==> src/rtl/dbdac_pkg.sv <==
package dbdac_pkg;

    localparam int SYNC_STAGES = 2;
    localparam int NUM_CH      = 2;

    typedef enum logic {
        CH_A = 1'b0,
        CH_B = 1'b1
    } ch_e;

    // bit positions inside the synchronized control vector
    localparam int CTL_LOAD  = 0;
    localparam int CTL_CLEAR = 1;
    localparam int CTL_SLEEP = 2;
    localparam int CTL_NUM   = 3;

endpackage

==> src/rtl/dbdac_sync.sv <==
module dbdac_sync #(
    parameter int                  WIDTH     = 1,
    parameter int                  STAGES    = 2,
    parameter logic [WIDTH-1:0]    RESET_VAL = '0
) (
    input  logic             clk,
    input  logic             rst_n,
    input  logic [WIDTH-1:0] async_i,
    output logic [WIDTH-1:0] sync_o
);

    logic [STAGES-1:0][WIDTH-1:0] stage_d;
    logic [STAGES-1:0][WIDTH-1:0] stage_q;

    always_comb begin
        stage_d[0] = async_i;
        for (int s = 1; s < STAGES; s++) begin
            stage_d[s] = stage_q[s-1];
        end
    end

    always_ff @(posedge clk or negedge rst_n) begin
        if (!rst_n) begin
            stage_q <= {STAGES{RESET_VAL}};
        end else begin
            stage_q <= stage_d;
        end
    end

    assign sync_o = stage_q[STAGES-1];

endmodule

==> src/rtl/dbdac_capture.sv <==
module dbdac_capture
    import dbdac_pkg::*;
#(
    parameter int DATA_W = 12
) (
    input  logic              clk,
    input  logic              rst_n,
    input  logic              bus_cs_n,
    input  logic              bus_wr_n,
    input  logic              bus_sel,
    input  logic [DATA_W-1:0] bus_data,
    output logic              wr_fire,
    output ch_e               wr_sel,
    output logic [DATA_W-1:0] wr_word
);

    localparam int TOP = SYNC_STAGES - 1;

    typedef struct packed {
        logic [SYNC_STAGES-1:0]             wr;
        logic                               wr_last;
        logic [SYNC_STAGES-1:0]             cs_n;
        logic [SYNC_STAGES-1:0]             sel;
        logic [SYNC_STAGES-1:0][DATA_W-1:0] data;
    } cap_t;

    cap_t cap_d;
    cap_t cap_q;
    logic wr_rise;

    always_comb begin
        cap_d         = cap_q;
        cap_d.wr      = {cap_q.wr[TOP-1:0], bus_wr_n};
        cap_d.wr_last = cap_q.wr[TOP];
        cap_d.cs_n    = {cap_q.cs_n[TOP-1:0], bus_cs_n};
        cap_d.sel     = {cap_q.sel[TOP-1:0], bus_sel};
        for (int s = 1; s < SYNC_STAGES; s++) begin
            cap_d.data[s] = cap_q.data[s-1];
        end
        cap_d.data[0] = bus_data;
    end

    always_ff @(posedge clk or negedge rst_n) begin
        if (!rst_n) begin
            cap_q.wr      <= '1;
            cap_q.wr_last <= 1'b1;
            cap_q.cs_n    <= '1;
            cap_q.sel     <= '0;
            cap_q.data    <= '0;
        end else begin
            cap_q <= cap_d;
        end
    end

    // the strobe's end (low-to-high) marks the capture point
    assign wr_rise = cap_q.wr[TOP] & ~cap_q.wr_last;
    assign wr_fire = wr_rise & ~cap_q.cs_n[TOP];
    assign wr_sel  = ch_e'(cap_q.sel[TOP]);
    assign wr_word = cap_q.data[TOP];

endmodule

==> src/rtl/dbdac_channel.sv <==
module dbdac_channel #(
    parameter int DATA_W = 12
) (
    input  logic              clk,
    input  logic              arst_n,
    input  logic              wr_en,
    input  logic              load_en,
    input  logic [DATA_W-1:0] wr_word,
    output logic [DATA_W-1:0] in_code,
    output logic [DATA_W-1:0] dac_code
);

    typedef struct packed {
        logic [DATA_W-1:0] stage;
        logic [DATA_W-1:0] dac;
    } chan_t;

    chan_t ch_d;
    chan_t ch_q;

    always_comb begin
        ch_d = ch_q;
        if (wr_en) begin
            ch_d.stage = wr_word;
        end
        // transparent while loading: a write in the same cycle passes straight through
        if (load_en) begin
            ch_d.dac = ch_d.stage;
        end
    end

    always_ff @(posedge clk or negedge arst_n) begin
        if (!arst_n) begin
            ch_q <= '0;
        end else begin
            ch_q <= ch_d;
        end
    end

    assign in_code  = ch_q.stage;
    assign dac_code = ch_q.dac;

endmodule

==> src/rtl/dbdac_regif.sv <==
module dbdac_regif
    import dbdac_pkg::*;
#(
    parameter int DATA_W = 12
) (
    input  logic              clk,
    input  logic              rst_n,
    input  logic              bus_cs_n,
    input  logic              bus_wr_n,
    input  logic              bus_sel,
    input  logic [DATA_W-1:0] bus_data,
    input  logic              load_n,
    input  logic              clear_n,
    input  logic              sleep_n,
    output logic [DATA_W-1:0] code_a,
    output logic [DATA_W-1:0] code_b,
    output logic              live_a,
    output logic              live_b
);

    localparam logic [CTL_NUM-1:0] CTL_RESET = CTL_NUM'(1) << CTL_LOAD;

    typedef struct packed {
        logic [NUM_CH-1:0] live;
    } top_t;

    logic [CTL_NUM-1:0]      ctl_raw;
    logic [CTL_NUM-1:0]      ctl_s;
    logic                    wr_fire;
    ch_e                     wr_sel;
    logic [DATA_W-1:0]       wr_word;
    logic                    clr_ok;
    logic                    load_en;
    logic                    sleep_s;
    logic                    arst_n;
    logic [NUM_CH-1:0]       wr_en;
    logic [DATA_W-1:0]       in_code  [NUM_CH];
    logic [DATA_W-1:0]       dac_code [NUM_CH];
    top_t                    top_d;
    top_t                    top_q;

    always_comb begin
        ctl_raw            = '0;
        ctl_raw[CTL_LOAD]  = load_n;
        ctl_raw[CTL_CLEAR] = clear_n;
        ctl_raw[CTL_SLEEP] = sleep_n;
    end

    dbdac_sync #(
        .WIDTH     (CTL_NUM),
        .STAGES    (SYNC_STAGES),
        .RESET_VAL (CTL_RESET)
    ) u_ctl_sync (
        .clk     (clk),
        .rst_n   (rst_n),
        .async_i (ctl_raw),
        .sync_o  (ctl_s)
    );

    dbdac_capture #(
        .DATA_W (DATA_W)
    ) u_capture (
        .clk      (clk),
        .rst_n    (rst_n),
        .bus_cs_n (bus_cs_n),
        .bus_wr_n (bus_wr_n),
        .bus_sel  (bus_sel),
        .bus_data (bus_data),
        .wr_fire  (wr_fire),
        .wr_sel   (wr_sel),
        .wr_word  (wr_word)
    );

    // clear outranks everything: the registers are held asynchronously,
    // and the synchronized copy blocks writes and loads until release settles
    assign clr_ok  = ctl_s[CTL_CLEAR];
    assign load_en = ~ctl_s[CTL_LOAD] & clr_ok;
    assign sleep_s = ctl_s[CTL_SLEEP];
    assign arst_n  = rst_n & clear_n;

    generate
        for (genvar i = 0; i < NUM_CH; i++) begin : g_ch
            assign wr_en[i] = wr_fire & clr_ok & (wr_sel == ch_e'(i));

            dbdac_channel #(
                .DATA_W (DATA_W)
            ) u_chan (
                .clk      (clk),
                .arst_n   (arst_n),
                .wr_en    (wr_en[i]),
                .load_en  (load_en),
                .wr_word  (wr_word),
                .in_code  (in_code[i]),
                .dac_code (dac_code[i])
            );
        end
    endgenerate

    always_comb begin
        top_d      = top_q;
        top_d.live = {NUM_CH{sleep_s}};
    end

    always_ff @(posedge clk or negedge rst_n) begin
        if (!rst_n) begin
            top_q <= '0;
        end else begin
            top_q <= top_d;
        end
    end

    assign code_a = dac_code[CH_A];
    assign code_b = dac_code[CH_B];
    assign live_a = top_q.live[CH_A];
    assign live_b = top_q.live[CH_B];

endmodule

==> config.mk <==
export PLATFORM = sky130hd
export DESIGN_NAME = dbdac_regif
export DESIGN_NICKNAME = d
export VERILOG_FILES = /design/src/rtl/dbdac_pkg.sv /design/src/rtl/dbdac_sync.sv /design/src/rtl/dbdac_capture.sv /design/src/rtl/dbdac_channel.sv /design/src/rtl/dbdac_regif.sv
export SDC_FILE = /design/constraint.sdc
export NUM_CORES = 1
export LEC_CHECK = 0
export ABC_AREA = 1
export BUFFER_PORTS_ARGS = -buffer_cell sky130_fd_sc_hd__buf_2
export CAP_MARGIN = 20
export CORE_MARGIN = 1
export CORE_UTILIZATION = 60
export CTS_CLUSTER_SIZE = 16
export DETAILED_ROUTE_END_ITERATION = 6
export PLACE_DENSITY = 0.92
export SLEW_MARGIN = 20
export SYNTH_ARGS = -nofsm -noshare
export SYNTH_HDL_FRONTEND = slang
export SYNTH_SLANG_ARGS = --single-unit
export TNS_END_PERCENT = 5
==> constraint.sdc <==
create_clock -name clk -period 4.12 [get_ports clk]
set_input_delay 0.824 -clock clk [delete_from_list [all_inputs] [get_ports clk]]
set_output_delay 0.824 -clock clk [all_outputs]
set_load 0.05 [all_outputs]
==> impl_metrics.json, run 1 <==
{
  "status": "finished clean",
  "gp_congestion": 0.7983,
  "drt_pass1_iterations": 4,
  "die-area_um2": 5527,
  "post_cts_buffers": 0,
  "ys_top_cells_by_area": "dfrtp_1 63%, nand2_1 8.8%, dfstp_2 5.9%",
  "critPathCaptureType": "primary output",
  "syn-cell-area_um2": 3141,
  "whs_endpoint": "u_capture.wr_word[6]$_DFF_PN0_",
  "vias_per_cell": 5.044,
  "worst_setup_path_start_kind": "flop",
  "r2r_cells": 5,
  "cts_tree": "done",
  "pwr-share-clk_pct": 29.5,
  "synth_top_area_share_pct": 62.95,
  "r2r_start": "u_ctl_sync.sync_o[1]$_DFF_PN0_",
  "cts_resized": 0,
  "tns_ps": 0,
  "syn_area_per_cell_um2": 10.83,
  "vias": 2058,
  "combPwrFrac_pct": 21.7,
  "dp_hpwl_um": 3592,
  "clockBufferDepth": 2,
  "required_ps": 3300,
  "globalRouteTotalUtil_pct": 23.25,
  "grt_max_degree": 40,
  "cts_buffers": 9,
  "layout_common_cells": "79 x dfrtp_1, 74 x nand2_1, 45 x buf_2, 38 x inv_1",
  "internal_power_w": 0.001429,
  "drive_gt1_share_pct": 22.29,
  "holdPathStages": 0,
  "grt_first_pass_wirelength_um": 9114,
  "tightest_slew_ps": 722.2,
  "drt_first_iter_violations": 172,
  "area.growth.synth_to_final_pct": 15.30,
  "synth_cell_types": 13,
  "critPathSlowestCell": "dfrtp_1",
  "die_h_um": 74.35,
  "crit_family": "flip-flops",
  "synth_top_area_cell": "dfrtp_1",
  "synthesis.nets": 310,
  "synth_cells": 290,
  "power.leakage_nw": 1.934,
  "num_rows": 25,
  "clk_pin_slew_ps": 80,
  "period_share_pct": 44.30,
  "crit_chain": "buf_2",
  "num_antenna_cells": 0,
  "final_max_slew_viol_count": 0,
  "worst-path-stages": 1,
  "seqPwrFrac_pct": 48.8,
  "ys_warn_count": 0,
  "grt_pass1_vias": 1980,
  "slew_headroom_pct": 51.80,
  "final_hold_viol_count": 0,
  "vdd_drop_max_uv": 426.6,
  "final_antenna_net_count": 0,
  "max_stage_delay_ps": 380,
  "coreArea_um2": 4880,
  "final_nets": 356,
  "clk_latency_ps": 340,
  "layout_commonest_cell": "dfrtp_1",
  "cellPowerDensity_nw_per_um2": 577.4,
  "critical_path.max_fanout": 2,
  "fin_skew_ps": 6.409,
  "regToRegEndpoint": "g_ch[1].u_chan.dac_code[6]$_DFFE_PN0P_",
  "swShare_pct": 31.64,
  "root_buffer": "clkbuf_8",
  "placed_area_um2": 3379,
  "setup-violations-final": 0,
  "drv_cap": 0,
  "hold_path.class": "reg2reg",
  "routed_wl_um": 5610,
  "timing.fmax_mhz": 547.9,
  "arrival_ps": 1000,
  "synth-seq-cells": 86,
  "hp-start": "u_capture.cap_d[18]$_DFF_PN0_",
  "io_pins": 46,
  "p_sw_w": 0.0006615,
  "antenna_found_initial": 0,
  "critPathKind": "reg2out",
  "r2r_slack_ps": 2300,
  "start_util_pct": 64.36,
  "path_buf_inv": 1,
  "hold_buffers": 0,
  "grt.overflow.total": 0,
  "period_needed_ps": 1825,
  "wl_per_cell_um": 13.75,
  "io_buffer_count": 45,
  "drc_errors": 0,
  "fin_area_um2": 3621,
  "rsz0062_at_grt": "false",
  "ys_seq_area_share_pct": 68.80,
  "dieWidth_um": 74.35,
  "ctsHtreeMaxLevel": 3,
  "cts_sinks": 86
}
[layer usage]
layer  share of wire (%)  global-route usage [%]  wire, um  vias up
met3                 5.9                   6.098       329        7
met2                  51                   37.98      2835       70
met5                   0                       0         0        -
li1                    -                       -         -      994
met4                 1.4                   8.176        77        0
met1                  42                   30.64      2368      987
[registers in the layout, indices dropped and copies added (netlist names)]
signal / count
u_capture.wr_word: 12
u_ctl_sync.sync_o: 3
u_ctl_sync.stage_d: 3
u_capture.wr_sel: 1
u_capture.cap_d: 16
u_capture.cap_q: 2
g_ch.u_chan.dac_code: 24
top_q: 1
g_ch.u_chan.in_code: 24
[cell type report]
type,instances,area [um2]
Sequential cell,86,2161
Fill cell,351,1259
Multi-Input combinational cell,150,740.7
Timing Repair Buffer,48,267.8
Inverter,41,153.9
Clock buffer,10,127.6
Clock inverter,6,86.33
Tap cell,67,83.83
[cell families (layout without fill, tap and decap cells)]
| family | count (synthesis) | after routing | synth area share [%] |
|---|---|---|---|
| flops | 86 | 86 | 68.81 |
| simple gates | 150 | 150 | 23.59 |
| buf+inv | 54 | 105 | 7.610 |
[cell usage after synthesis]
cell,number
buf_2,8
and2_1,24
nor2_4,2
nand3_1,24
nand3_2,2
inv_2,2
dfstp_2,7
dfrtp_1,79
nand4_1,24
nand2_1,74
buf_4,3
buf_6,2
inv_1,39
[power by group through the flow]
stage	combinational, W	clock (W)	sequential (W)
6_report	0.000453	0.000617	0.00102
5_1_grt	0.000495	0.000662	0.00103
4_1_cts	0.000451	0.000629	0.00102
3_5_place_dp	0.000445	0	0.00103
3_3_place_gp	0.000431	0	0.00103
2_1_floorplan	0.000161	0	0.00121
[stage by stage]
step                std cells  util (%)  hold slack [ps]  power (W)  setup WS [ps]
detailed placement        391     69.26            336.3   0.001479           1853
floorplan                 290         -            331.2   0.001369           2109
global route              408     74.21            361.2   0.002189           2146
finish                    408     74.21            348.7   0.002091           2295
global placement          391     69.26            334.1   0.001460           1933
CTS                       407     73.64            350.2   0.002100           2229
[worst max-delay path by stage]
stage	slack, ps	startpoint	endpoint
after detailed placement	1850	rst_n	g_ch[0].u_chan.dac_code[3]$_DFFE_PN0P_
after floorplan	2110	rst_n	g_ch[0].u_chan.dac_code[0]$_DFFE_PN0P_
after CTS	2230	rst_n	g_ch[1].u_chan.in_code[5]$_DFF_PN0_
after global routing	2150	u_ctl_sync.sync_o[1]$_DFF_PN0_	g_ch[1].u_chan.dac_code[6]$_DFFE_PN0P_
after global placement	1930	rst_n	g_ch[0].u_chan.dac_code[7]$_DFFE_PN0P_
final	2290	g_ch[0].u_chan.dac_code[0]$_DFFE_PN0P_	code_a[0]
No activity file was read; power rests on OpenSTA's default activity.
==> run 2, diff against run 1 <==
--- a/config.mk
+++ b/config.mk
@@ -9,10 +9,10 @@
 export BUFFER_PORTS_ARGS = -buffer_cell sky130_fd_sc_hd__buf_2
 export CAP_MARGIN = 20
 export CORE_MARGIN = 1
-export CORE_UTILIZATION = 60
+export CORE_UTILIZATION = 56
 export CTS_CLUSTER_SIZE = 16
 export DETAILED_ROUTE_END_ITERATION = 6
-export PLACE_DENSITY = 0.92
+export PLACE_DENSITY = 0.87
 export SLEW_MARGIN = 20
 export SYNTH_ARGS = -nofsm -noshare
 export SYNTH_HDL_FRONTEND = slang
==> constraint.sdc (replaced) <==
create_clock -name clk -period 1.7 [get_ports clk]
set_input_delay 0.34 -clock clk [delete_from_list [all_inputs] [get_ports clk]]
set_output_delay 0.34 -clock clk [all_outputs]
set_load 0.05 [all_outputs]
==> run 2 against run 1 <==
Effect of this change:
- clock skew grew 4.8 ps
- wire length shrank 6.4%
- clock power grew 140%
- final cell count grew 2.0%
- sequential power grew 140%
- count of clock-buffer cells in the layout grew 3
- critical endpoint is now g_ch[1].u_chan.dac_code[11]$_DFFE_PN0P_
- utilization shrank 4.5 points
==> impl_metrics.json, run 2 (synthesis results as in run 1) <==
{
  "io_pins": 46,
  "slew_headroom_pct": 59.80,
  "routed_wl_um": 5253,
  "post_cts_buffers": 0,
  "vias": 2048,
  "root_buffer": "clkbuf_8",
  "rsz0062_at_grt": "false",
  "crit_chain": "inv_1 -> nor2_4 -> inv_1 -> buf_4 -> nand2_1 -> nand2_1",
  "cts_resized": 0,
  "multi_input_comb_area_um2": 740.7,
  "final_max_slew_viol_count": 0,
  "start_util_pct": 59.96,
  "die_h_um": 76.89,
  "wl_met2_um": 2447,
  "cts_sinks": 86,
  "critPathCaptureType": "flop",
  "critPathKind": "reg2reg",
  "status": "finished clean",
  "vias_per_cell": 4.923,
  "ctsHtreeMaxLevel": 3,
  "final_antenna_net_count": 0,
  "cts_buffers": 9,
  "dieWidth_um": 76.89,
  "gp_congestion": 0.7619,
  "arrival_ps": 1700,
  "drc_errors": 0,
  "path_buf_inv": 3,
  "final_core_utilization_pct": 69.73,
  "holdWs_ps": 1.203,
  "worst_setup_path_start_kind": "flop",
  "drv_cap": 0,
  "drt_pass1_iterations": 4,
  "num_rows": 26,
  "tns_ps": 0,
  "clk_latency_ps": 340,
  "max_stage_delay_ps": 470,
  "antenna_found_initial": 0,
  "period_needed_ps": 1470,
  "hold_path.class": "in2async",
  "drive_gt1_share_pct": 23.41,
  "period_share_pct": 86.47,
  "critical_path.max_fanout": 25,
  "fin_skew_ps": 11.19,
  "drt_first_iter_violations": 104,
  "clockBufferDepth": 2,
  "drt-met1-wl_um": 2505,
  "fill_cells": 377,
  "final_nets": 361,
  "register_area_um2": 2161,
  "dp_hpwl_um": 3650,
  "critPathSlowestCell": "nor2_4",
  "final_hold_viol_count": 0,
  "area.growth.synth_to_final_pct": 16.29,
  "power.leakage_nw": 1.954,
  "timing.fmax_mhz": 680.3,
  "vdd_drop_max_uv": 808.2,
  "grt_pass1_vias": 1981,
  "num_antenna_cells": 0,
  "setup-violations-final": 0,
  "grt_max_degree": 49,
  "globalRouteTotalUtil_pct": 20.47,
  "required_ps": 1930,
  "crit_family": "simple AND/OR/NAND/NOR gates",
  "hold_buffers": 0,
  "die-area_um2": 5911,
  "clk_pin_slew_ps": 80,
  "io_buffer_count": 45,
  "cellPowerDensity_nw_per_um2": 1370,
  "cts_tree": "done",
  "wl_per_cell_um": 12.63,
  "coreArea_um2": 5238,
  "layout_common_cells": "79 x dfrtp_1, 74 x nand2_1, 45 x buf_2, 38 x inv_1",
  "layout_commonest_cell": "dfrtp_1",
  "grt.overflow.total": 0,
  "routed.top_layer": "met4",
  "grt_first_pass_wirelength_um": 9183,
  "tightest_slew_ps": 601.6,
  "dr_wl_met3_um": 236
}
[run 2: worst paths after layout]
| path | cells past startpoint | start | endpoint | slack (ps) |
|---|---|---|---|---|
| setup / recovery | 6 | u_ctl_sync.sync_o[1]$_DFF_PN0_ | g_ch[1].u_chan.dac_code[11]$_DFFE_PN0P_ | 230 |
| setup reg to reg | 6 | u_ctl_sync.sync_o[1]$_DFF_PN0_ | g_ch[1].u_chan.dac_code[11]$_DFFE_PN0P_ | 230 |
| hold reg to reg | 0 | u_capture.cap_d[19]$_DFF_PN0_ | u_capture.wr_word[7]$_DFF_PN0_ | 340 |
| max in group asynchronous | 4 | rst_n | g_ch[1].u_chan.dac_code[2]$_DFFE_PN0P_ | 1340 |
| min in group clk | 1 | bus_cs_n | u_capture.cap_d[27]$_DFF_PN1_ | 100 |
| hold / removal | 2 | rst_n | u_capture.cap_d[25]$_DFF_PN0_ | 1 |
[run 2: layer usage]
| metal | vias to the layer above | GRT usage [%] |
|---|---|---|
| li1 | 1002 | - |
| met1 | 982 | 28.41 |
| met2 | 58 | 31.34 |
| met3 | 6 | 4.881 |
| met4 | 0 | 8.077 |
| met5 | - | 0 |
[run 2: layout make-up]
| class | count | area share (%) |
|---|---|---|
| multi-input cells | 150 | 20.28 |
| inverters | 41 | 4.214 |
| clock inverters | 3 | 1.165 |
| flip-flops and latches | 86 | 59.16 |
| repair buffers | 53 | 8.153 |
| well taps | 70 | 2.398 |
| clock buffers | 13 | 4.625 |
[run 2: where the power goes]
part	internal [W]	switching, W	total, W
Clock	0.000798	0.000653	0.00145
Sequential	0.00235	0.000117	0.00247
Combinational	0.000295	0.000790	0.00109
Total	0.00344	0.00156	0.00500
[run 2: metrics by stage]
stage               area, um2  setup WS, ps  power, W  std cells
global placement         3441         266.3  0.003558        400
finish                   3652         230.0  0.005005        416
floorplan                3141         172.9  0.003318        290
global route             3652         110.6  0.005245        416
CTS                      3652         217.1  0.005043        416
detailed placement       3441         233.0  0.003597        400
==> run 3, diff against run 2 <==
--- a/config.mk
+++ b/config.mk
@@ -12,7 +12,7 @@
 export CORE_UTILIZATION = 56
 export CTS_CLUSTER_SIZE = 16
 export DETAILED_ROUTE_END_ITERATION = 6
-export PLACE_DENSITY = 0.87
+export PLACE_DENSITY = 0.9
 export SLEW_MARGIN = 20
 export SYNTH_ARGS = -nofsm -noshare
 export SYNTH_HDL_FRONTEND = slang
==> run 3 against run 2 <==
Effect of this change:
- clock skew decreased by 2.9 ps
- hold slack better by 53 ps
- final cell count increased by 0.24%
- combinational power barely moved
- utilization did not move
- critical path type unchanged
- critical endpoint is now g_ch[1].u_chan.dac_code[8]$_DFFE_PN0P_
==> impl_metrics.json, run 3 (synthesis results as in run 1) <==
{
  "start_util_pct": 59.96,
  "grt_first_pass_wirelength_um": 9218,
  "wl_per_cell_um": 12.79,
  "tns_ps": 0,
  "clockBufferDepth": 2,
  "coreArea_um2": 5238,
  "cts_tree": "done",
  "fin_area_um2": 3652,
  "required_ps": 1950,
  "drc_errors": 0,
  "clk_latency_ps": 350,
  "area.growth.synth_to_final_pct": 16.29,
  "drt_first_iter_violations": 168,
  "final_antenna_net_count": 0,
  "antenna_found_initial": 0,
  "period_needed_ps": 1459,
  "p_sw_w": 0.001577,
  "dp_cells": 400,
  "final_max_slew_viol_count": 0,
  "vdd_drop_max_uv": 903.1,
  "critPathKind": "reg2reg",
  "worst_setup_path_start_kind": "flop",
  "layout_commonest_cell": "dfrtp_1",
  "die-area_um2": 5911,
  "hold_buffers": 1,
  "dp_hpwl_um": 3546,
  "fin_cells": 417,
  "ctsHtreeMaxLevel": 3,
  "cts_buffers": 9,
  "rsz0062_at_grt": "false",
  "cellPowerDensity_nw_per_um2": 1364,
  "final_core_utilization_pct": 69.73,
  "cts_resized": 0,
  "gp_congestion": 0.7966,
  "pwr-share-clk_pct": 28.4,
  "status": "finished clean",
  "grt_pass1_vias": 1998,
  "drive_gt1_share_pct": 23.05,
  "clk_pin_slew_ps": 80,
  "combPwrFrac_pct": 22.1,
  "placed_area_um2": 3441,
  "fin_skew_ps": 8.291,
  "num_rows": 26,
  "cts_sinks": 86,
  "critical_path.max_fanout": 25,
  "vias": 2042,
  "seqPwrFrac_pct": 49.5,
  "grt_max_degree": 49,
  "slew_headroom_pct": 62.73,
  "drv_cap": 0,
  "swShare_pct": 31.65,
  "final_hold_viol_count": 0,
  "drt_pass1_iterations": 4,
  "fill_cells": 365,
  "dieWidth_um": 76.89,
  "setup-violations-final": 0,
  "routed_wl_um": 5332,
  "internal_power_w": 0.003406,
  "globalRouteTotalUtil_pct": 21.05,
  "root_buffer": "clkbuf_8",
  "hold_path.class": "in2async",
  "critPathCaptureType": "flop",
  "post_cts_buffers": 0,
  "arrival_ps": 1700,
  "vias_per_cell": 4.897,
  "io_pins": 46,
  "die_h_um": 76.89,
  "tightest_slew_ps": 557.7,
  "grt.overflow.total": 0,
  "timing.fmax_mhz": 685.5,
  "layout_common_cells": "79 x dfrtp_1, 74 x nand2_1, 45 x buf_2, 38 x inv_1",
  "io_buffer_count": 45,
  "final_nets": 362,
  "period_share_pct": 85.81,
  "power.leakage_nw": 1.952,
  "num_antenna_cells": 0
}
run 3: cell count changes in the layout (fill, tap and decap cells not counted), sizes merged:
cell / previous run / this run
dlygate4sd3: 0 / 1
run 3: metal layers:
metal / share of wire (%) / global-route usage [%]
met1: 44 / 28.19
met3: 4.6 / 4.286
met4: 2.5 / 13.65
met2: 48 / 31.43
met5: 0 / 0
run 3: through the flow:
stage / total power, W / worst slack (ps) / hold WS, ps
after floorplan: 0.003318 / 172.9 / 44.41
after global placement: 0.003553 / 312.7 / 333.1
after detailed placement: 0.003594 / 242.4 / 334.7
after CTS: 0.005018 / 224.7 / 59.87
after global routing: 0.005224 / 91.58 / 73.66
final: 0.004983 / 241.3 / 53.86
run 3: path summary, 6_finish.rpt:
path	startpoint	end	slack, ps	depth (start not counted)
worst min-delay path	clear_n	g_ch[0].u_chan.in_code[7]$_DFF_PN0_	50	4
min in group clk	bus_wr_n	u_capture.cap_d[30]$_DFF_PN1_	80	1
max in group asynchronous	rst_n	g_ch[1].u_chan.in_code[4]$_DFF_PN0_	840	5
worst min register to register	u_capture.cap_d[25]$_DFF_PN0_	u_capture.wr_sel$_DFF_PN0_	350	0
worst max register to register	u_ctl_sync.sync_o[1]$_DFF_PN0_	g_ch[1].u_chan.dac_code[8]$_DFFE_PN0P_	240	6
worst max-delay path	u_ctl_sync.sync_o[1]$_DFF_PN0_	g_ch[1].u_chan.dac_code[8]$_DFFE_PN0P_	240	6
run 3: worst max-delay path, cell delays in order (launching register included):
cell	delay, ps
dfrtp_1	350
inv_1	70
nor2_4	440
inv_1	140
buf_4	210
nand2_1	80
nand2_1	70
run 3: cell type report:
class | count | area, um2 | share of cell area (%)
clock inverters | 3 | 42.54 | 1.165
well taps | 70 | 87.58 | 2.398
inverters | 41 | 153.9 | 4.214
repair buffers | 54 | 307.8 | 8.428
multi-input cells | 150 | 740.7 | 20.28
flip-flops and latches | 86 | 2161 | 59.16
clock buffers | 13 | 158.9 | 4.351
run 3: power by group through the flow:
stage	Clock, W	Sequential [W]	Combinational, W
after floorplan	0	0.00293	0.000391
after global placement	0	0.00250	0.00106
after detailed placement	0	0.00251	0.00109
after CTS	0.00144	0.00247	0.00111
after global routing	0.00151	0.00251	0.00120
final	0.00142	0.00247	0.00110
